## config.mk

```make
export PLATFORM = sky130hd
export DESIGN_NAME = rictl_top
export DESIGN_NICKNAME = d
export VERILOG_FILES = /design/src/rtl/rictl_pkg.sv /design/src/rtl/rictl_sync.sv /design/src/rtl/rictl_reset_qual.sv /design/src/rtl/rictl_irq_arb.sv /design/src/rtl/rictl_wait_stall.sv /design/src/rtl/rictl_top.sv
export SDC_FILE = /design/constraint.sdc
export NUM_CORES = 1
export LEC_CHECK = 0
export BUFFER_PORTS_ARGS = -buffer_cell sky130_fd_sc_hd__buf_2
export CAP_MARGIN = 20
export CORE_UTILIZATION = 45
export DETAILED_ROUTE_END_ITERATION = 10
export HOLD_SLACK_MARGIN = 0.06
export PLACE_DENSITY_LB_ADDON = 0.25
export SLEW_MARGIN = 40
export SYNTH_ARGS = -nofsm -noshare
export SYNTH_HDL_FRONTEND = slang
export SYNTH_SLANG_ARGS = --single-unit
export TNS_END_PERCENT = 1
```

## constraint.sdc

```tcl
create_clock -name clk -period 2.75 [get_ports clk]
set_clock_uncertainty 0.1 [all_clocks]
set_input_delay 0.275 -clock clk [delete_from_list [all_inputs] [get_ports clk]]
set_output_delay 0.275 -clock clk [all_outputs]
set_load 0.01 [all_outputs]
```

## src/rtl/rictl_pkg.sv

```systemverilog
// Package: shared constants for the reset and interrupt control unit.
// Assumes: vector width of at least 2 bits so the fixed vector fits.
package rictl_pkg;
    // Fixed vector number used by the non-maskable request.
    localparam int unsigned NMI_VEC = 2;
    // Vector presented for a maskable grant (real number comes from the bus cycle).
    localparam int unsigned MASK_VEC = 0;

    // Kind of request currently being acknowledged.
    typedef enum logic [1:0] {
        GR_NONE = 2'd0,
        GR_NMI  = 2'd1,
        GR_MASK = 2'd2
    } grant_e;
endpackage

```

## src/rtl/rictl_sync.sv

```systemverilog
// Module: multi-bit, multi-stage synchronizer for asynchronous pins.
// Assumes: each bit is independent (no bus coherency required), STAGES >= 2.
module rictl_sync #(
    parameter int unsigned W      = 1,
    parameter int unsigned STAGES = 2
) (
    input  logic         clk,
    input  logic         rst_n,
    input  logic [W-1:0] d,
    output logic [W-1:0] q
);
    logic [W-1:0] stg [STAGES];

    // Shift the pin values through the flop chain.
    always_ff @(posedge clk) begin
        if (!rst_n) begin
            for (int i = 0; i < STAGES; i++) stg[i] <= '0;
        end else begin
            stg[0] <= d;
            for (int i = 1; i < STAGES; i++) stg[i] <= stg[i-1];
        end
    end

    assign q = stg[STAGES-1];
endmodule

```

## src/rtl/rictl_reset_qual.sv

```systemverilog
// Module: reset qualifier. Counts consecutive high samples of the synchronized
// reset pin and declares a processor reset once HOLD_CLKS are seen.
// Assumes: pin_s already synchronized; HOLD_CLKS >= 1.
module rictl_reset_qual #(
    parameter int unsigned HOLD_CLKS = 4,
    parameter int unsigned SEG_W     = 16
) (
    input  logic             clk,
    input  logic             rst_n,
    input  logic             pin_s,
    output logic             arch_reset,
    output logic [SEG_W-1:0] cs_rst_val,
    output logic [SEG_W-1:0] ip_rst_val,
    output logic             if_clr
);
    localparam int unsigned CW = $clog2(HOLD_CLKS + 1);
    localparam logic [CW-1:0] HOLD_MAX = CW'(HOLD_CLKS);

    logic [CW-1:0] hold_cnt;

    // Count consecutive high samples, saturating at the hold length.
    always_ff @(posedge clk) begin
        if (!rst_n) begin
            hold_cnt <= '0;
        end else if (!pin_s) begin
            hold_cnt <= '0;
        end else if (hold_cnt != HOLD_MAX) begin
            hold_cnt <= hold_cnt + 1'b1;
        end
    end

    assign arch_reset = (hold_cnt == HOLD_MAX);
    assign cs_rst_val = arch_reset ? {SEG_W{1'b1}} : '0;
    assign ip_rst_val = '0;
    assign if_clr     = arch_reset;

    // reset can only start right after a high sample of the pin.
    p_rst_needs_pin_r1: assert property (@(posedge clk) disable iff (!rst_n)
        $rose(arch_reset) |-> $past(pin_s));

    // a low pin sample ends the reset on the next edge.
    p_rst_release_r2: assert property (@(posedge clk) disable iff (!rst_n)
        !pin_s |=> !arch_reset);
endmodule

```

## src/rtl/rictl_irq_arb.sv

```systemverilog
// Module: interrupt arbiter. Latches non-maskable edges, gates the maskable
// level with the enable flag, grants at instruction boundaries with
// non-maskable priority, and holds the grant until execution takes it.
// Assumes: nmi_s/intr_s are synchronized; arch_reset from the qualifier.
module rictl_irq_arb
    import rictl_pkg::*;
#(
    parameter int unsigned VEC_W = 8
) (
    input  logic             clk,
    input  logic             rst_n,
    input  logic             arch_reset,
    input  logic             nmi_s,
    input  logic             intr_s,
    input  logic             if_flag,
    input  logic             instr_bound,
    input  logic             ack_taken,
    output logic             ack_req,
    output logic             ack_nmi,
    output logic [VEC_W-1:0] vec_num
);
    localparam logic [VEC_W-1:0] V_NMI  = VEC_W'(NMI_VEC);
    localparam logic [VEC_W-1:0] V_MASK = VEC_W'(MASK_VEC);

    logic   nmi_q;
    logic   nmi_pend;
    logic   nmi_rise;
    logic   slot_open;
    grant_e grant;
    grant_e held;

    assign nmi_rise  = nmi_s & ~nmi_q;
    assign slot_open = instr_bound & ~ack_req & ~arch_reset;

    // Pick the request to grant at this edge, non-maskable first.
    always_comb begin
        grant = GR_NONE;
        if (slot_open) begin
            if (nmi_pend)                grant = GR_NMI;
            else if (intr_s && if_flag)  grant = GR_MASK;
        end
    end

    // Remember the previous synchronized non-maskable level for edge detection.
    always_ff @(posedge clk) begin
        if (!rst_n) nmi_q <= 1'b0;
        else        nmi_q <= nmi_s;
    end

    // Keep one pending flag per edge; a fresh edge outranks the clear.
    always_ff @(posedge clk) begin
        if (!rst_n || arch_reset)   nmi_pend <= 1'b0;
        else if (nmi_rise)          nmi_pend <= 1'b1;
        else if (grant == GR_NMI)   nmi_pend <= 1'b0;
    end

    // Hold the granted request until execution confirms it.
    always_ff @(posedge clk) begin
        if (!rst_n || arch_reset)  held <= GR_NONE;
        else if (grant != GR_NONE) held <= grant;
        else if (ack_taken)        held <= GR_NONE;
    end

    assign ack_req = (held != GR_NONE);
    assign ack_nmi = (held == GR_NMI);
    assign vec_num = (held == GR_NMI) ? V_NMI : V_MASK;

    // a presented grant persists until it is taken.
    p_ack_hold_r7: assert property (@(posedge clk) disable iff (!rst_n)
        (ack_req && !ack_taken && !arch_reset) |=> (ack_req && $stable(vec_num)));

    // a new grant only follows a boundary strobe.
    p_grant_at_bound_r8: assert property (@(posedge clk) disable iff (!rst_n)
        $rose(ack_req) |-> $past(instr_bound));

    // a new maskable grant needs the enable flag.
    p_mask_gated_r4: assert property (@(posedge clk) disable iff (!rst_n)
        ($rose(ack_req) && !ack_nmi) |-> $past(if_flag));

    // non-maskable grants carry the fixed vector.
    p_nmi_vec_r5: assert property (@(posedge clk) disable iff (!rst_n)
        (ack_req && ack_nmi) |-> (vec_num == V_NMI));

    // reset clears any presented grant.
    p_reset_clears_r3: assert property (@(posedge clk) disable iff (!rst_n)
        arch_reset |=> !ack_req);
endmodule

```

## src/rtl/rictl_wait_stall.sv

```systemverilog
// Module: wait-for-test stall. A wait strobe with test high stalls the core
// until the synchronized test level returns low.
// Assumes: test_s synchronized; wait_go is a one-cycle strobe held by the core
// only while it is issuing the wait instruction.
module rictl_wait_stall (
    input  logic clk,
    input  logic rst_n,
    input  logic arch_reset,
    input  logic test_s,
    input  logic wait_go,
    output logic stall
);
    logic waiting;

    assign stall = (wait_go | waiting) & test_s;

    // Remember an unfinished wait across cycles.
    always_ff @(posedge clk) begin
        if (!rst_n || arch_reset) waiting <= 1'b0;
        else                      waiting <= stall;
    end

    // a stalled cycle with test still high keeps the wait alive.
    p_stall_keeps_r10: assert property (@(posedge clk) disable iff (!rst_n || arch_reset)
        (stall && test_s) |=> waiting);

    // a low test sample never stalls.
    p_low_test_free_r9: assert property (@(posedge clk) disable iff (!rst_n)
        !test_s |-> !stall);
endmodule

```

## src/rtl/rictl_top.sv

```systemverilog
// Module: reset and interrupt control unit top. Synchronizes the four
// asynchronous pins and wires the reset qualifier, interrupt arbiter and
// wait stall together.
// Assumes: one clock domain; rst_n is synchronous and active low.
module rictl_top #(
    parameter int unsigned HOLD_CLKS   = 4,
    parameter int unsigned SYNC_STAGES = 2,
    parameter int unsigned SEG_W       = 16,
    parameter int unsigned VEC_W       = 8
) (
    input  logic             clk,
    input  logic             rst_n,
    input  logic             reset_pin,
    input  logic             intr_pin,
    input  logic             nmi_pin,
    input  logic             test_pin,
    input  logic             wait_go,
    input  logic             instr_bound,
    input  logic             if_flag,
    input  logic             ack_taken,
    output logic             arch_reset,
    output logic [SEG_W-1:0] cs_rst_val,
    output logic [SEG_W-1:0] ip_rst_val,
    output logic             if_clr,
    output logic             ack_req,
    output logic             ack_nmi,
    output logic [VEC_W-1:0] vec_num,
    output logic             stall
);
    localparam int unsigned NPINS = 4;

    logic [NPINS-1:0] pins_raw;
    logic [NPINS-1:0] pins_s;

    assign pins_raw = {test_pin, nmi_pin, intr_pin, reset_pin};

    rictl_sync #(.W(NPINS), .STAGES(SYNC_STAGES)) u_sync (
        .clk   (clk),
        .rst_n (rst_n),
        .d     (pins_raw),
        .q     (pins_s)
    );

    rictl_reset_qual #(.HOLD_CLKS(HOLD_CLKS), .SEG_W(SEG_W)) u_rq (
        .clk        (clk),
        .rst_n      (rst_n),
        .pin_s      (pins_s[0]),
        .arch_reset (arch_reset),
        .cs_rst_val (cs_rst_val),
        .ip_rst_val (ip_rst_val),
        .if_clr     (if_clr)
    );

    rictl_irq_arb #(.VEC_W(VEC_W)) u_arb (
        .clk         (clk),
        .rst_n       (rst_n),
        .arch_reset  (arch_reset),
        .nmi_s       (pins_s[2]),
        .intr_s      (pins_s[1]),
        .if_flag     (if_flag),
        .instr_bound (instr_bound),
        .ack_taken   (ack_taken),
        .ack_req     (ack_req),
        .ack_nmi     (ack_nmi),
        .vec_num     (vec_num)
    );

    rictl_wait_stall u_ws (
        .clk        (clk),
        .rst_n      (rst_n),
        .arch_reset (arch_reset),
        .test_s     (pins_s[3]),
        .wait_go    (wait_go),
        .stall      (stall)
    );
endmodule

```

== Word level (Yosys, flattened, before mapping) ==
Memories as Yosys holds them, arrays and structs flattened.
Cells that the tools add are included.
Storage, ports and cells
  bits in registers: 8
  latch bits: 0
  memory bits (writable): 8
  ROM bits: 0
  input port bits: 10
  output and inout port bits: 45
  word-level logic and storage cells: 42
  memories: 1
Cells by class
  add/subtract/negate cells: 1
  multiply operators: 0
  div/mod/pow operators: 0
  order comparisons: 0
  eq/ne operators: 4
  shift-type cells: 0
  muxes and demuxes: 13
  bitwise operators: 10
  reductions and logical operators: 8
Memories
  u_sync.stg: depth 2, bits a word 4, rd ports 2, clocked after memory_dff 0, wr ports 2, line rictl_sync.sv:12  | logic [W-1:0] stg [STAGES];
Operators with widths (number)
  two-way mux 16 bit: 1
  two-way mux 2 bit: 6
  two-way mux 4 bit: 2
  nonzero test 2 bit: 4
  AND 1 bit: 4
  equality test 2 x 1 -> 1 bit (second input constant): 2
  two-way mux 1 bit: 4
  adder 3 x 1 -> 3 bit (second input constant): 1
  equality test 3 bit (second input constant): 1
  != test 3 bit (second input constant): 1
  NOT 1 bit: 3
  OR 1 bit: 3
  AND reduction 2 bit: 1
  logical AND 1 bit: 1
  zero test 1 bit: 1
  logical OR 1 bit: 1

== Logic depth before layout (Yosys ltp) ==
  word-level depth: 8
  gate-level depth with buffers: 5
  gate-level depth less buffers: 5

== Hierarchy ==
A second synthesis with hierarchy kept.
Unflattened totals
  cell total of the unflattened synthesis: 102
  area, all modules: 929.6 µm²
By module, submodules not included
  rictl_reset_qual: times used 1, cells an instance 52, area each 416.6 µm², sequential area each 60.1 µm²
  rictl_sync: times used 1, cells an instance 20, area each 240.2 µm², sequential area each 160.2 µm²
  rictl_irq_arb: times used 1, cells an instance 27, area each 236.5 µm², sequential area each 80.1 µm²
  rictl_wait_stall: times used 1, cells an instance 3, area each 36.3 µm², sequential area each 20.0 µm²

== Worst setup path after synthesis ==
Ideal clock, no wire load.
  path kind: register to output
  start: reg u_rq.hold_cnt[0]
  end: out cs_rst_val[0]
  arrival time: 1193 ps
  data required time: 2375 ps
  setup slack: 1182 ps
  cell stages (with the launch flop): 6
  path buffers: 1
  cell sequence: dfxtp_1 -> inv_1 -> ha_1 -> nand2_1 -> inv_1 -> buf_4
On the way
  longest elaborated chain between the ends: 2
Ends and longest elaborated chain
  start, declared: line rictl_reset_qual.sv:19  | logic [CW-1:0] hold_cnt;
  start signal, assigned: line rictl_reset_qual.sv:28  | hold_cnt <= hold_cnt + 1'b1;
  equality test 3 bit: line rictl_reset_qual.sv:32  | assign arch_reset = (hold_cnt == HOLD_MAX);
  net arch_reset: line rictl_top.sv:21  | output logic arch_reset,
  two-way mux 16 bit: line rictl_reset_qual.sv:33  | assign cs_rst_val = arch_reset ? {SEG_W{1'b1}} : '0;
  end, declared: line rictl_top.sv:22  | output logic [SEG_W-1:0] cs_rst_val,
The timed path passes the listed nets, and every way through them passes these cells.

== Worst setup path after layout ==
  start: reg u_rq.hold_cnt[0]
  end: out cs_rst_val[9]
On the way
  longest elaborated chain between the ends: 2
Ends and longest elaborated chain (line)
  equality test 3 bit: rictl_reset_qual.sv:32
  two-way mux 16 bit: rictl_reset_qual.sv:33
Every way passes these cells.

==> results.md <==
- Fmax: between 500 and 600 MHz
- Setup TNS: 0 ns
- Per-cell routed wire length: 6.95 um
- Number of routed nets with antenna violations: 0
- Fin crit share: 0.676
- I/O Pins: 55
- N_diodes: 0
- First-pass GRT wire length: about 1400 um
- Reg2reg path depth: 5
- Layout cells sized above 1: 0.330
- Clock insertion delay at the later pin of the skew report: roughly 0.28 ns
- GRT busiest layer: met2
- Clock share of power: 0.350
- Core ar.: 1780 um^2
- Fin. Hold Viols: 0
- Yosys warnings: 0
- Clk sink count: 16
- Worst path max stage delay: 0.34 ns
- Final Setup Violations: 0
- Worst Slack Setup Final: 0.892 ns
- Adder-Cell Fraction of Synth Area: 0.0285
- Post-synthesis mux area share: 0
- FF+latch area: about 320 um^2
- Number of H-tree levels: 1
- Met1 usage: 0.100
- Postcts setup bufs: 0
- Largest net degree at the start of global routing: 19
- Switching pwr: 95.2 uW
- DR iter-0 viols: 4
- Initial antenna violation count: 0
- # DRC: 0
- Commonest non-fill, non-tap cell in the layout: buf_2
- Pins Over Slew Limit: 0
- Post-synthesis compound-gate area fraction: 0.0399
- Die width: between 40 and 50 um
- Number of synthesized register bits: 16
- Worst setup path end: cs_rst_val[9]
- Vias in the first global route: approximately 370
- # nets final: roughly 130
- Post-synthesis xor/xnor area fraction: 0.00999
- Clock Pin Slew Worst Setup and Hold Paths: 0.09 ns
- Sequential area share after synthesis: 0.365
- Drt via density: ~3.8
- Grt met3 use: 0.0235
- Fin crit period: 1.86 ns
- Reg-to-reg endpoint: u_rq.hold_cnt[1]
- GP Congestion: around 0.63
- Worst EP required: approximately 2.4 ns
- Root Buffer: clkbuf_4
- Netlist cell types: 21
- Switching share of power: 0.222
- Cts hold-fix bufs: 0
- Cells after synthesis: 100
- Post-CTS sizing: 0
- Area Overhead vs Synth: -0.713%
- Worst-path maximum fanout: 18
- Die height: around 46 um
- Sequential fraction of design power: 0.563
- LEAKAGE: ~0.50 nW
- Initial Util: 0.492
- PwrDens: 492 nW/um^2
- CTS tree: built
- Critical Path Stages: 5
- Most frequent cells in the layout: buf_2 (31), conb_1 (23), dfxtp_1 (16), and2_1 (9), nor2_1 (6)
- Area of the multi-input gates: between 300 and 400 um^2
- Total wire length: 973 um
- Worst min-delay path class: in2reg
- FF-to-FF setup slack: 1.55 ns
- First-pass DRT Iterations: 2
- Largest family of logic cells by synthesized area: buffers and inverters
- Inserted Clock Buffers: 3
- Run status: complete, no violations
- Setup WS pre-CTS: approximately 1.2 ns
- Detailed placement HPWL: about 790 um
- Kind of cell adding the most delay to the critical path: buffers and inverters
- Logic gate share of total power: 0.087
- CTS max path bufs: 2
- Internal: ~330 uW
- GR Util met2: 0.152
- Fillcell total: around 170
- Tot GR Track Use: 0.0923
- Peak supply drop: ~0.33 mV
- Mapped cell area: ~900 um^2
- R2R Path Start: u_rq.hold_cnt[0]
- Max Cap Violations: 0
- Critical Path AT: between 1 and 1.5 ns
- Avg Cell Area, Syn: 8.77 um^2
- RSZ-0062 raised after global routing: false
- Core Rows: 15
- Startpoint Class: flip-flop
- I/O Buffers: 31
- Simple-Gate Fraction of Synth Area: 0.175
- Worst Setup End Kind: output port
- Vias: about 530
- CP Cell Sequence: inv_1, ha_1, nand2_1, inv_1, buf_2
- Die ar.: approximately 2100 um^2
- WP buf/inv: 3
- CP startpoint: u_rq.hold_cnt[0]
- Crit path top cell by count: inv_1
- CP Class: reg2out
- Total gr overflow: 0
- CP max-delay cell: dfxtp_1
-- per-stage QoR --
stage / utilization / instance area, um^2 / cells / hold slack (ns) / power (mW)
global placement: 0.468 / 835 / 136 / 0.314 / 0.284
detailed placement: 0.468 / 835 / 136 / 0.320 / 0.284
floorplan: - / 960 / 122 / 0.302 / 0.299
global route: 0.488 / 871 / 140 / 0.0938 / 0.452
finish: 0.488 / 871 / 140 / 0.0933 / 0.429
CTS: 0.488 / 871 / 140 / 0.0830 / 0.435
-- power groups by stage --
stage | Sequential (mW) | Clock, mW | Combinational (mW)
global placement | 0.247 | 0 | 0.0368
finish | 0.241 | 0.150 | 0.0373
global route | 0.243 | 0.167 | 0.0430
detailed placement | 0.247 | 0 | 0.0373
floorplan | 0.246 | 0 | 0.0529
CTS | 0.241 | 0.156 | 0.0375
-- cells by family (layout without fill, tap and decap cells) --
kind of cell             Yosys count  in the layout
XOR/XNOR                           1              1
AND/OR/NAND/NOR                   28             28
other                              1             23
adder cells (fa/ha/maj)            2              2
flip-flops                        16             16
AO/OA/AOI/OAI                      5              5
buffers and inverters             47             40
-- how the worst min path moves through the flow --
| stage | from | to | slack [ns] | cells past startpoint |
|---|---|---|---|---|
| final | intr_pin | u_sync.stg[0][1] | 0.09 | 2 |
| after global routing | intr_pin | u_sync.stg[0][1] | 0.09 | 2 |
| after CTS | intr_pin | u_sync.stg[0][1] | 0.08 | 2 |
| after detailed placement | u_sync.stg[0][3] | u_sync.stg[0][7] | 0.32 | 1 |
| after global placement | u_sync.stg[0][0] | u_sync.stg[0][4] | 0.31 | 1 |
| after floorplan | reset_pin | u_sync.stg[0][0] | 0.30 | 1 |
-- final cells by class --
cell class,count,share of cell area
clock buffer,4,0.0417
inverter,5,0.0216
multi-input combinational,59,0.355
sequential,16,0.368
tap,25,0.0359
timing repair buffer,31,0.178
-- routing by layer --
| layer | vias to the layer above | routed length, um |
|---|---|---|
| met5 | - | 0 |
| met4 | 0 | 0 |
| met3 | 0 | 106 |
| met2 | 38 | 446 |
| met1 | 217 | 419 |
| li1 | 274 | - |
-- cells in the mapped netlist (all sizes together) --
master	instances	area (um^2)
clkbuf	1	3.75
ha	2	25.0
nand2	5	18.8
conb	1	3.75
and2b	1	8.76
a21oi	2	10.0
and3	1	6.26
a2bb2oi	2	17.5
or3b	1	11.3
nor3	1	5.00
buf	41	308
xnor2	1	8.76
or2	1	6.26
dfxtp	16	320
and2	9	56.3
nor2	6	22.5
o21a	1	7.51
nand3	1	5.00
nor2b	1	6.26
nand3b	1	7.51
inv	5	18.8
-- state kept, by name, summed over array words and instances, names as in the netlist --
name,flops
u_arb.held,2
u_arb.nmi_pend,1
u_arb.nmi_q,1
u_rq.hold_cnt,3
u_sync.stg,8
u_ws.waiting,1
No activity file was read; power rests on OpenSTA's default activity.
